<file path="config.mk">
export PLATFORM = sky130hd
export DESIGN_NAME = updn_timer
export DESIGN_NICKNAME = d
export VERILOG_FILES = /design/src/rtl/updn_timer_pkg.sv /design/src/rtl/updn_tick_gen.sv /design/src/rtl/updn_count_core.sv /design/src/rtl/updn_evt_decim.sv /design/src/rtl/updn_timer.sv
export SDC_FILE = /design/constraint.sdc
export NUM_CORES = 1
export LEC_CHECK = 0
export CORE_ASPECT_RATIO = 1.1
export CORE_MARGIN = 5
export CORE_UTILIZATION = 50
export DETAILED_ROUTE_END_ITERATION = 8
export PLACE_DENSITY = 0.73
export SYNTH_ARGS = -nofsm -noshare
export SYNTH_HDL_FRONTEND = slang
export SYNTH_SLANG_ARGS = --single-unit
</file>
<file path="constraint.sdc">
create_clock -name clk -period 11.3 [get_ports clk]
set_input_delay 1.695 -clock clk [delete_from_list [all_inputs] [get_ports clk]]
set_output_delay 1.695 -clock clk [all_outputs]
set_load 0.02 [all_outputs]
</file>
<file path="src/rtl/updn_timer_pkg.sv">
package updn_timer_pkg;
  localparam int STAT_W        = 16;
  localparam int STAT_ZERO_BIT = 8;
  localparam int STAT_PEAK_BIT = 13;
  localparam int N_EVT         = 2;
  localparam int EVT_ZERO      = 0;
  localparam int EVT_PEAK      = 1;

  typedef enum logic {
    SHAPE_SAW = 1'b0,
    SHAPE_TRI = 1'b1
  } shape_e;

  typedef enum logic {
    SRC_BUS = 1'b0,
    SRC_PIN = 1'b1
  } src_e;
endpackage

</file>
<file path="src/rtl/updn_tick_gen.sv">
module updn_tick_gen #(
  parameter int PRE_SEL_W   = 4,
  parameter int PRE_MAX     = 10,
  parameter int SYNC_STAGES = 2
) (
  input  logic                 clk,
  input  logic                 rst_n,
  input  logic                 run,
  input  logic                 src_pin,
  input  logic [PRE_SEL_W-1:0] pre_sel,
  input  logic                 ext_pin,
  output logic                 tick
);
  localparam int DIV_W = (PRE_MAX > 0) ? PRE_MAX : 1;
  localparam logic [PRE_SEL_W-1:0] PRE_CAP = PRE_SEL_W'(PRE_MAX);
  localparam logic [DIV_W-1:0] DIV_ONE = DIV_W'(1);

  logic [PRE_SEL_W-1:0] code_eff;
  logic [DIV_W-1:0]     div_mask;
  logic [DIV_W-1:0]     div_q;
  logic                 bus_tick;
  logic [SYNC_STAGES:0] sync_q;
  logic                 pin_tick;

  // codes beyond the largest divider saturate
  always_comb begin
    code_eff = (pre_sel > PRE_CAP) ? PRE_CAP : pre_sel;
    div_mask = DIV_W'((32'd1 << code_eff) - 32'd1);
  end

  // free-running divider, parked at zero while stopped
  always_ff @(posedge clk or negedge rst_n) begin
    if (!rst_n)    div_q <= '0;
    else if (!run) div_q <= '0;
    else           div_q <= div_q + DIV_ONE;
  end

  assign bus_tick = ((div_q & div_mask) == div_mask);

  // synchronizer plus one extra stage for edge detection
  always_ff @(posedge clk or negedge rst_n) begin
    if (!rst_n) sync_q <= '0;
    else        sync_q <= {sync_q[SYNC_STAGES-1:0], ext_pin};
  end

  assign pin_tick = sync_q[SYNC_STAGES-1] & ~sync_q[SYNC_STAGES];
  assign tick     = run & (src_pin ? pin_tick : bus_tick);
endmodule

</file>
<file path="src/rtl/updn_count_core.sv">
module updn_count_core
  import updn_timer_pkg::*;
#(
  parameter int CNT_W = 16
) (
  input  logic             clk,
  input  logic             rst_n,
  input  logic             tick,
  input  logic             shape,
  input  logic             clr,
  input  logic             load,
  input  logic [CNT_W-1:0] load_val,
  input  logic             per_wr,
  input  logic [CNT_W-1:0] per_val,
  input  logic             buf_en,
  output logic [CNT_W-1:0] count,
  output logic [CNT_W-1:0] per_act,
  output logic             zero_evt,
  output logic             peak_evt
);
  localparam logic [CNT_W-1:0] ONE = CNT_W'(1);

  logic [CNT_W-1:0] cnt_q, nxt_cnt, per_q, shadow_q;
  logic             down_q, nxt_down;
  logic             step, zero_fire, peak_fire;

  // next count for one tick
  always_comb begin
    nxt_cnt  = cnt_q;
    nxt_down = down_q;
    if (shape == SHAPE_SAW) begin
      nxt_down = 1'b0;
      nxt_cnt  = (cnt_q >= per_q) ? '0 : cnt_q + ONE;
    end else if (per_q == '0) begin
      nxt_down = 1'b0;
      nxt_cnt  = '0;
    end else if (!down_q) begin
      if (cnt_q >= per_q) begin
        nxt_cnt  = cnt_q - ONE;
        nxt_down = 1'b1;
      end else begin
        nxt_cnt  = cnt_q + ONE;
      end
    end else begin
      if (cnt_q == '0) begin
        nxt_cnt  = ONE;
        nxt_down = 1'b0;
      end else begin
        nxt_cnt  = cnt_q - ONE;
      end
    end
  end

  assign step      = tick & ~clr & ~load;
  assign zero_fire = step & (nxt_cnt == '0);
  assign peak_fire = step & (nxt_cnt == per_q);

  always_ff @(posedge clk or negedge rst_n) begin
    if (!rst_n) begin
      cnt_q  <= '0;
      down_q <= 1'b0;
    end else if (clr) begin
      cnt_q  <= '0;
      down_q <= 1'b0;
    end else if (load) begin
      cnt_q  <= load_val;
      down_q <= 1'b0;
    end else if (tick) begin
      cnt_q  <= nxt_cnt;
      down_q <= nxt_down;
    end
  end

  // period: shadow always tracks the latest write
  always_ff @(posedge clk or negedge rst_n) begin
    if (!rst_n) begin
      shadow_q <= '1;
      per_q    <= '1;
    end else begin
      if (per_wr) shadow_q <= per_val;
      if (per_wr && !buf_en)        per_q <= per_val;
      else if (buf_en && zero_fire) per_q <= shadow_q;
    end
  end

  always_ff @(posedge clk or negedge rst_n) begin
    if (!rst_n) begin
      zero_evt <= 1'b0;
      peak_evt <= 1'b0;
    end else begin
      zero_evt <= zero_fire;
      peak_evt <= peak_fire;
    end
  end

  assign count   = cnt_q;
  assign per_act = per_q;
endmodule

</file>
<file path="src/rtl/updn_evt_decim.sv">
module updn_evt_decim #(
  parameter int SKIP_W = 4
) (
  input  logic              clk,
  input  logic              rst_n,
  input  logic              evt,
  input  logic              skip_wr,
  input  logic [SKIP_W-1:0] skip_val,
  input  logic              flag_clr,
  output logic              flag
);
  localparam logic [SKIP_W-1:0] ONE = SKIP_W'(1);

  logic [SKIP_W-1:0] limit_q, seen_q;
  logic              fire, flag_q;

  assign fire = evt & ~skip_wr & (seen_q >= limit_q);

  always_ff @(posedge clk or negedge rst_n) begin
    if (!rst_n) begin
      limit_q <= '0;
      seen_q  <= '0;
    end else if (skip_wr) begin
      limit_q <= skip_val;
      seen_q  <= '0;
    end else if (evt) begin
      seen_q <= (seen_q >= limit_q) ? '0 : seen_q + ONE;
    end
  end

  // sticky flag, a new set beats a clear
  always_ff @(posedge clk or negedge rst_n) begin
    if (!rst_n) flag_q <= 1'b0;
    else        flag_q <= fire | (flag_q & ~flag_clr);
  end

  assign flag = flag_q;
endmodule

</file>
<file path="src/rtl/updn_timer.sv">
module updn_timer
  import updn_timer_pkg::*;
#(
  parameter int CNT_W       = 16,
  parameter int SKIP_W      = 4,
  parameter int PRE_SEL_W   = 4,
  parameter int PRE_MAX     = 10,
  parameter int SYNC_STAGES = 2
) (
  input  logic                 clk,
  input  logic                 rst_n,
  input  logic                 ext_clk_pin,
  input  logic                 shape_sel,
  input  logic                 src_sel,
  input  logic [PRE_SEL_W-1:0] pre_sel,
  input  logic                 buf_en,
  input  logic                 zero_en,
  input  logic                 peak_en,
  input  logic                 start_req,
  input  logic                 stop_req,
  input  logic                 clear_req,
  input  logic                 load_req,
  input  logic [CNT_W-1:0]     load_val,
  input  logic                 period_wr,
  input  logic [CNT_W-1:0]     period_val,
  input  logic                 zero_skip_wr,
  input  logic [SKIP_W-1:0]    zero_skip_val,
  input  logic                 peak_skip_wr,
  input  logic [SKIP_W-1:0]    peak_skip_val,
  input  logic                 zero_clr,
  input  logic                 peak_clr,
  output logic [CNT_W-1:0]     count,
  output logic [CNT_W-1:0]     period_act,
  output logic                 running,
  output logic [STAT_W-1:0]    status,
  output logic                 zero_irq,
  output logic                 peak_irq
);
  logic run_q, tick, zero_evt, peak_evt;
  logic [N_EVT-1:0]  evt_v, skip_wr_v, clr_v, flag_v, en_v;
  logic [SKIP_W-1:0] skip_val_v [N_EVT];

  always_ff @(posedge clk or negedge rst_n) begin
    if (!rst_n)         run_q <= 1'b0;
    else if (stop_req)  run_q <= 1'b0;
    else if (start_req) run_q <= 1'b1;
  end

  updn_tick_gen #(
    .PRE_SEL_W(PRE_SEL_W), .PRE_MAX(PRE_MAX), .SYNC_STAGES(SYNC_STAGES)
  ) u_tick (
    .clk(clk), .rst_n(rst_n), .run(run_q), .src_pin(src_sel == SRC_PIN),
    .pre_sel(pre_sel), .ext_pin(ext_clk_pin), .tick(tick)
  );

  updn_count_core #(.CNT_W(CNT_W)) u_core (
    .clk(clk), .rst_n(rst_n), .tick(tick), .shape(shape_sel),
    .clr(clear_req), .load(load_req), .load_val(load_val),
    .per_wr(period_wr), .per_val(period_val), .buf_en(buf_en),
    .count(count), .per_act(period_act),
    .zero_evt(zero_evt), .peak_evt(peak_evt)
  );

  always_comb begin
    evt_v[EVT_ZERO]      = zero_evt;
    evt_v[EVT_PEAK]      = peak_evt;
    skip_wr_v[EVT_ZERO]  = zero_skip_wr;
    skip_wr_v[EVT_PEAK]  = peak_skip_wr;
    skip_val_v[EVT_ZERO] = zero_skip_val;
    skip_val_v[EVT_PEAK] = peak_skip_val;
    clr_v[EVT_ZERO]      = zero_clr;
    clr_v[EVT_PEAK]      = peak_clr;
    en_v[EVT_ZERO]       = zero_en;
    en_v[EVT_PEAK]       = peak_en;
  end

  for (genvar gi = 0; gi < N_EVT; gi++) begin : g_evt
    updn_evt_decim #(.SKIP_W(SKIP_W)) u_decim (
      .clk(clk), .rst_n(rst_n), .evt(evt_v[gi]), .skip_wr(skip_wr_v[gi]),
      .skip_val(skip_val_v[gi]), .flag_clr(clr_v[gi]), .flag(flag_v[gi])
    );
  end

  always_comb begin
    status                = '0;
    status[STAT_ZERO_BIT] = flag_v[EVT_ZERO];
    status[STAT_PEAK_BIT] = flag_v[EVT_PEAK];
  end

  assign running  = run_q;
  assign zero_irq = flag_v[EVT_ZERO] & en_v[EVT_ZERO];
  assign peak_irq = flag_v[EVT_PEAK] & en_v[EVT_PEAK];
endmodule

</file>
==> results.cfg, run 1 <==
[outcome]
status = finished, final reports clean

[power]
leakagePower_nw = 3.07
combPwrFrac_pct = 27.5
seq_power_share_pct = 40.5
p_int_mw = 0.626
ir_drop_uv = 95.3
power_switching_mw = 0.288
power_mw = 0.914
clkPwrFrac_pct = 32.0
p_sw_share_pct = 31.5
power_density_mw_per_mm2 = 130

[hold_path]
hold_start = u_tick.sync_q[0]
hold_path_depth = 0
min_to = u_tick.sync_q[1]
min_path_type = flip-flop to flip-flop

[clock_network]
cts_root_buf = clkbuf_16
clk_path_buf_depth = 2
cts_resized = 0
cts_tree = done
cts_buffers = 9
clk_latency_ns = 0.34
h-tree-depth = 3
cts_sinks = 83
cts_setup_buffers = 0
clkTransAtPathRegs_ns = 0.06
cts_hold_buffers = 0

[job]
maxCapViolations = 0

[worst_setup_path]
r2r_end = u_core.per_act[0]
path_max_fanout = 28
crit_type = input pin to flip-flop
r2r-start = u_core.count[0]
cp-start-kind = input pin
arrival_ns = 5.62
cp.required_ns = 11.56
end_kind = flip-flop
rrSetupSlack_ns = 6.33
reg2reg_depth = 11

[synth]
synth_area_mm2 = 0.00575
synthArstFlopShare_pct = 100
syn_area_per_cell_um2 = 9.20
synthCells = 625
synth_area_leader_cell = dfrtp_1
ys_warn_count = 0
synth_cell_type_count = 71
seq_area_frac_synth_pct = 36.8
synth_common_cells = nor2_1, dfrtp_1, mux2i_1
yosys-top-cells-area = dfrtp_1, dfstp_2, mux2i_1, ha_1, xnor2_1
synth.top_cell.area_share_pct = 22.2
synth-seq-cells = 83
ys.flop_type = dfrtp_1
synth_edf_count = 0
yosysMostFrequentCell = nor2_1

[die]
die_w_um = 112
ioPinCount = 112
core_area_mm2 = 0.0114
initial_core_util_pct = 50.5
die_h_um = 123
die-area_mm2 = 0.0138
row_count = 41

[timing]
hold_violations = 0
fin_crit_sh_pct = 47.4
rsz0062_at_grt = no
max_freq_mhz = 187
setup_viol = 0
tns_ns = 0
skew_ns = 0.00510
layout_min_cycle_time_ns = 5.36
slew_viol_final = 0
slew_headroom_pct = 30.7
tightest_slew_ns = 1.03

[grt]
grt_pass1_vias = 5111
grt_max_degree = 84
antenna_found_initial = 0
grt_pass1_wl_mm = 25.8
grt_use_total_pct = 23.1
overflow = 0

[final_layout]
fin_area_mm2 = 0.00702
final_util_pct = 61.6
layout-drive-gt1-share_pct = 11.8
areaGrowthSynthToFinish_pct = 22.0
fin_nets = 799
antennaDiodeCount = 0

[detailed_routing]
drt-pass1-iter-count = 5
drtIter0Drc = 430
wirelength_mm = 15.7
via_count = 5005
wl_per_cell_um = 18.2
route.detailed.drc = 0
postRouteAntennaNets = 0
viasPerCell = 5.81

[placed_design]
port-buffer-count = 97
gp_congestion = 0.976
dp_hpwl_mm = 11.8
post_dp_cell_area_mm2 = 0.00673
how the worst max path moves through the flow:
stage	from	endpoint	slack [ns]	cells past startpoint
floorplan	pre_sel[2]	u_core.per_act[0]	6.94	13
CTS	pre_sel[1]	u_core.per_act[0]	6.03	14
global placement	pre_sel[2]	u_core.per_act[0]	5.86	14
global route	pre_sel[1]	u_core.per_act[0]	5.71	15
finish	pre_sel[1]	u_core.per_act[0]	5.94	15
detailed placement	pre_sel[2]	u_core.per_act[0]	5.68	14
kinds of logic after synthesis:
group	count (synthesis)	synth area share, %
xor+xnor	34	5.18
compound gates	116	13.8
other cells	1	0.0652
simple gates	213	18.7
buf+inv	83	7.09
fa+ha+maj	31	6.74
flops	83	36.8
mux	64	11.7
metrics by stage:
stage               hold WS [ns]  std cells  setup WS, ns
finish                     0.349        862          5.94
CTS                        0.352        862          6.03
global placement           0.337        846          5.86
global route               0.364        862          5.71
detailed placement         0.338        846          5.68
floorplan                  0.331        638          6.94
registers in the layout, summed over array words and instances, names as in the netlist:
name,flops
u_core.per_act,16
u_core.shadow_q,16
u_tick.sync_q,3
g_evt.u_decim.flag,2
u_core.zero_evt,1
u_core.count,16
g_evt.u_decim.seen_q,8
running,1
u_core.peak_evt,1
u_tick.div_q,10
g_evt.u_decim.limit_q,8
u_core.down_q,1
per-layer routing:
layer / track usage, % / vias to the layer above / share of wire [%]
li1: - / 2364 / -
met4: 7.51 / 0 / 2.3
met3: 4.73 / 29 / 6.1
met1: 28.3 / 2415 / 42
met5: 0 / - / 0
met2: 40.7 / 197 / 50
placed cells by master (no fill, tap or decap), types with 4 or more instances in the layout:
master / instances
conb_1: 14
nor2_1: 58
and3_1: 7
inv_1: 41
dfstp_2: 32
mux2i_1: 42
o221ai_1: 5
nor2b_1: 6
xnor2_1: 30
nand4_1: 13
a21oi_1: 33
nand2_1: 34
mux2_2: 21
a211oi_1: 7
nor4_1: 11
and2_1: 12
nand3_1: 32
buf_4: 4
clkbuf_1: 4
or3_1: 6
xor2_1: 4
clkdlybuf4s50_1: 96
clkbuf_16: 9
nand2b_1: 6
dfrtp_1: 51
ha_1: 31
o21ai_0: 22
o31ai_1: 4
nor3_1: 14
a21o_1: 5
o21a_1: 4
power by group through the flow:
| stage | Sequential [mW] | Clock [mW] | Combinational [mW] |
|---|---|---|---|
| floorplan | 0.380 | 0 | 0.143 |
| global placement | 0.375 | 0 | 0.242 |
| detailed placement | 0.375 | 0 | 0.248 |
| CTS | 0.370 | 0.301 | 0.250 |
| global route | 0.374 | 0.315 | 0.275 |
| finish | 0.370 | 0.292 | 0.251 |
layout make-up:
cell class / count / area [um^2]
Multi-Input combinational cell: 472 / 3280
Tap cell: 150 / 188
Clock inverter: 2 / 35.0
Fill cell: 976 / 4370
Timing Repair Buffer: 100 / 991
Sequential cell: 83 / 2120
Clock buffer: 14 / 254
Inverter: 41 / 154
critical path: stages:
cell and delay (ns):
clkdlybuf4s50_1 0.51, nor2_1 0.28, nand3_1 0.15, ha_1 0.30
nand2b_1 0.16, nor3_1 0.07, o2bb2ai_1 0.17, a2bb2oi_1 0.09
a21oi_1 0.16, a21oi_2 0.08, buf_4 0.24, nor4_1 0.30
nand4_1 0.17, o41a_1 0.81, mux2_4 0.43
Note: power is estimated with default switching activity, not from simulation.
==> inputs of run 2 (changes only) <==
==> constraint.sdc (replaced) <==
create_clock -name clk -period 5.5 [get_ports clk]
set_input_delay 0.825 -clock clk [delete_from_list [all_inputs] [get_ports clk]]
set_output_delay 0.825 -clock clk [all_outputs]
set_load 0.02 [all_outputs]
==> run 2 against run 1 <==
Largest power group unchanged. Non-clock buffer count is 2 higher. Combinational power up 110%. Core utilization increased by 0.77 points. Final cell count is 0.23% higher. Cell area up 1.2%. Sequential cell count is the same. Highest routed layer unchanged.
==> results.cfg, run 2 (synthesis results as in run 1) <==
[outcome]
status = finished, final reports clean

[timing]
tns_ns = 0
fin_crit_sh_pct = 81.7
setup_viol = 0
rsz0062_at_grt = no
slew_viol_final = 0
layout_min_cycle_time_ns = 4.49
slew_headroom_pct = 29.2
max_freq_mhz = 223
tightest_slew_ns = 1.06
skew_ns = 0.00529
finalWorstSetupSlack_ns = 1.01
hold_violations = 0
holdWs_ns = 0.358

[detailed_routing]
viasPerCell = 5.81
wl_per_cell_um = 18.6
route.detailed.drc = 0
drt-pass1-iter-count = 4
via_count = 5021
postRouteAntennaNets = 0
wirelength_mm = 16.1
drtIter0Drc = 284

[grt]
grt_use_total_pct = 24.0
grt_pass1_vias = 5093
grt_max_degree = 84
gr-max-usage-layer = met2
grtUsageMet3_pct = 4.78
grt_pass1_wl_mm = 26.2
antenna_found_initial = 0
grtUsageMet2_pct = 43.0
overflow = 0
met1_usage_pct = 28.2

[worst_setup_path]
reg2reg_depth = 12
cp.required_ns = 5.77
r2r_end = u_core.per_act[0]
r2r-start = u_core.count[0]
path_max_fanout = 16
arrival_ns = 4.76
crit_type = flip-flop to flip-flop
rrSetupSlack_ns = 1.01
cp-start-kind = flip-flop
end_kind = flip-flop

[placed_design]
post_dp_cell_area_mm2 = 0.00675
dp_hpwl_mm = 12.2
port-buffer-count = 97
detailedPlace.worstSlack_ns = 1.06
gp_congestion = 0.988
placed_cells = 848

[final_layout]
most-common-layout-cells = clkdlybuf4s50_1, nor2_1, dfrtp_1
layout_commonest_cell = clkdlybuf4s50_1
layout-drive-gt1-share_pct = 12.6
fillers = 962
fin_nets = 801
final_cells = 864
antennaDiodeCount = 0
fin_area_mm2 = 0.00711
final_util_pct = 62.4
areaGrowthSynthToFinish_pct = 23.5

[die]
row_count = 41
die_w_um = 112
ioPinCount = 112
die_h_um = 123
initial_core_util_pct = 50.5
die-area_mm2 = 0.0138
core_area_mm2 = 0.0114

[clock_network]
clk_latency_ns = 0.34
cts_root_buf = clkbuf_16
cts_sinks = 83
cts_tree = done
clk_path_buf_depth = 2
cts_setup_buffers = 0
h-tree-depth = 3
cts_hold_buffers = 0
cts_buffers = 9
clkTransAtPathRegs_ns = 0.06
cts_resized = 0

[job]
maxCapViolations = 0

[hold_path]
min_path_type = flip-flop to flip-flop
hold_path_depth = 0
min_to = u_tick.sync_q[1]
hold_start = u_tick.sync_q[0]

[power]
power_density_mw_per_mm2 = 281
power_mw = 2.00
ir_drop_uv = 183
leakagePower_nw = 3.12
-- run 2: cell count changes in the layout (fill, tap and decap cells not counted), sizes merged --
cell	change
clkbuf	-2
bufinv	+2
buf	+2
-- run 2: layer usage --
layer / up-vias / part of all wire, %
met5: - / 0
met4: 0 / 2.9
met3: 35 / 6.1
met2: 186 / 51
met1: 2424 / 40
li1: 2376 / -
-- run 2: cell type report --
| type | instances | area, um^2 | area share [%] |
|---|---|---|---|
| timing repair buffer | 102 | 1010 | 14.2 |
| clock inverter | 4 | 95.1 | 1.34 |
| tap | 150 | 188 | 2.64 |
| multi-input combinational | 472 | 3280 | 46.2 |
| inverter | 41 | 154 | 2.17 |
| sequential | 83 | 2120 | 29.8 |
| clock buffer | 12 | 267 | 3.75 |
-- run 2: where the power goes --
group / internal [mW] / total (mW) / switching (mW)
Clock: 0.480 / 0.721 / 0.241
Sequential: 0.690 / 0.762 / 0.0717
Combinational: 0.232 / 0.517 / 0.285
Total: 1.40 / 2.00 / 0.598
-- run 2: worst max path at each step --
stage | from | to | slack, ns | cells past startpoint
global placement | shape_sel | u_core.per_act[0] | 1.12 | 9
floorplan | u_core.count[0] | u_core.per_act[0] | 1.62 | 13
finish | u_core.count[0] | u_core.per_act[0] | 1.01 | 12
detailed placement | u_core.count[0] | u_core.per_act[0] | 1.06 | 12
global route | u_core.count[0] | u_core.per_act[0] | 0.75 | 13
CTS | u_core.count[0] | u_core.per_act[0] | 1.05 | 12
-- run 2: critical path, cell delays in order (launching register included) --
cell       delay, ns
dfrtp_1         0.48
inv_1           0.15
ha_1            0.31
nand2b_1        0.14
a2111oi_0       0.44
o31a_1          0.35
o21ai_1         0.35
a32o_1          0.38
o221ai_1        0.32
or4b_1          0.52
o41a_1          0.42
buf_4           0.23
mux2_4          0.32
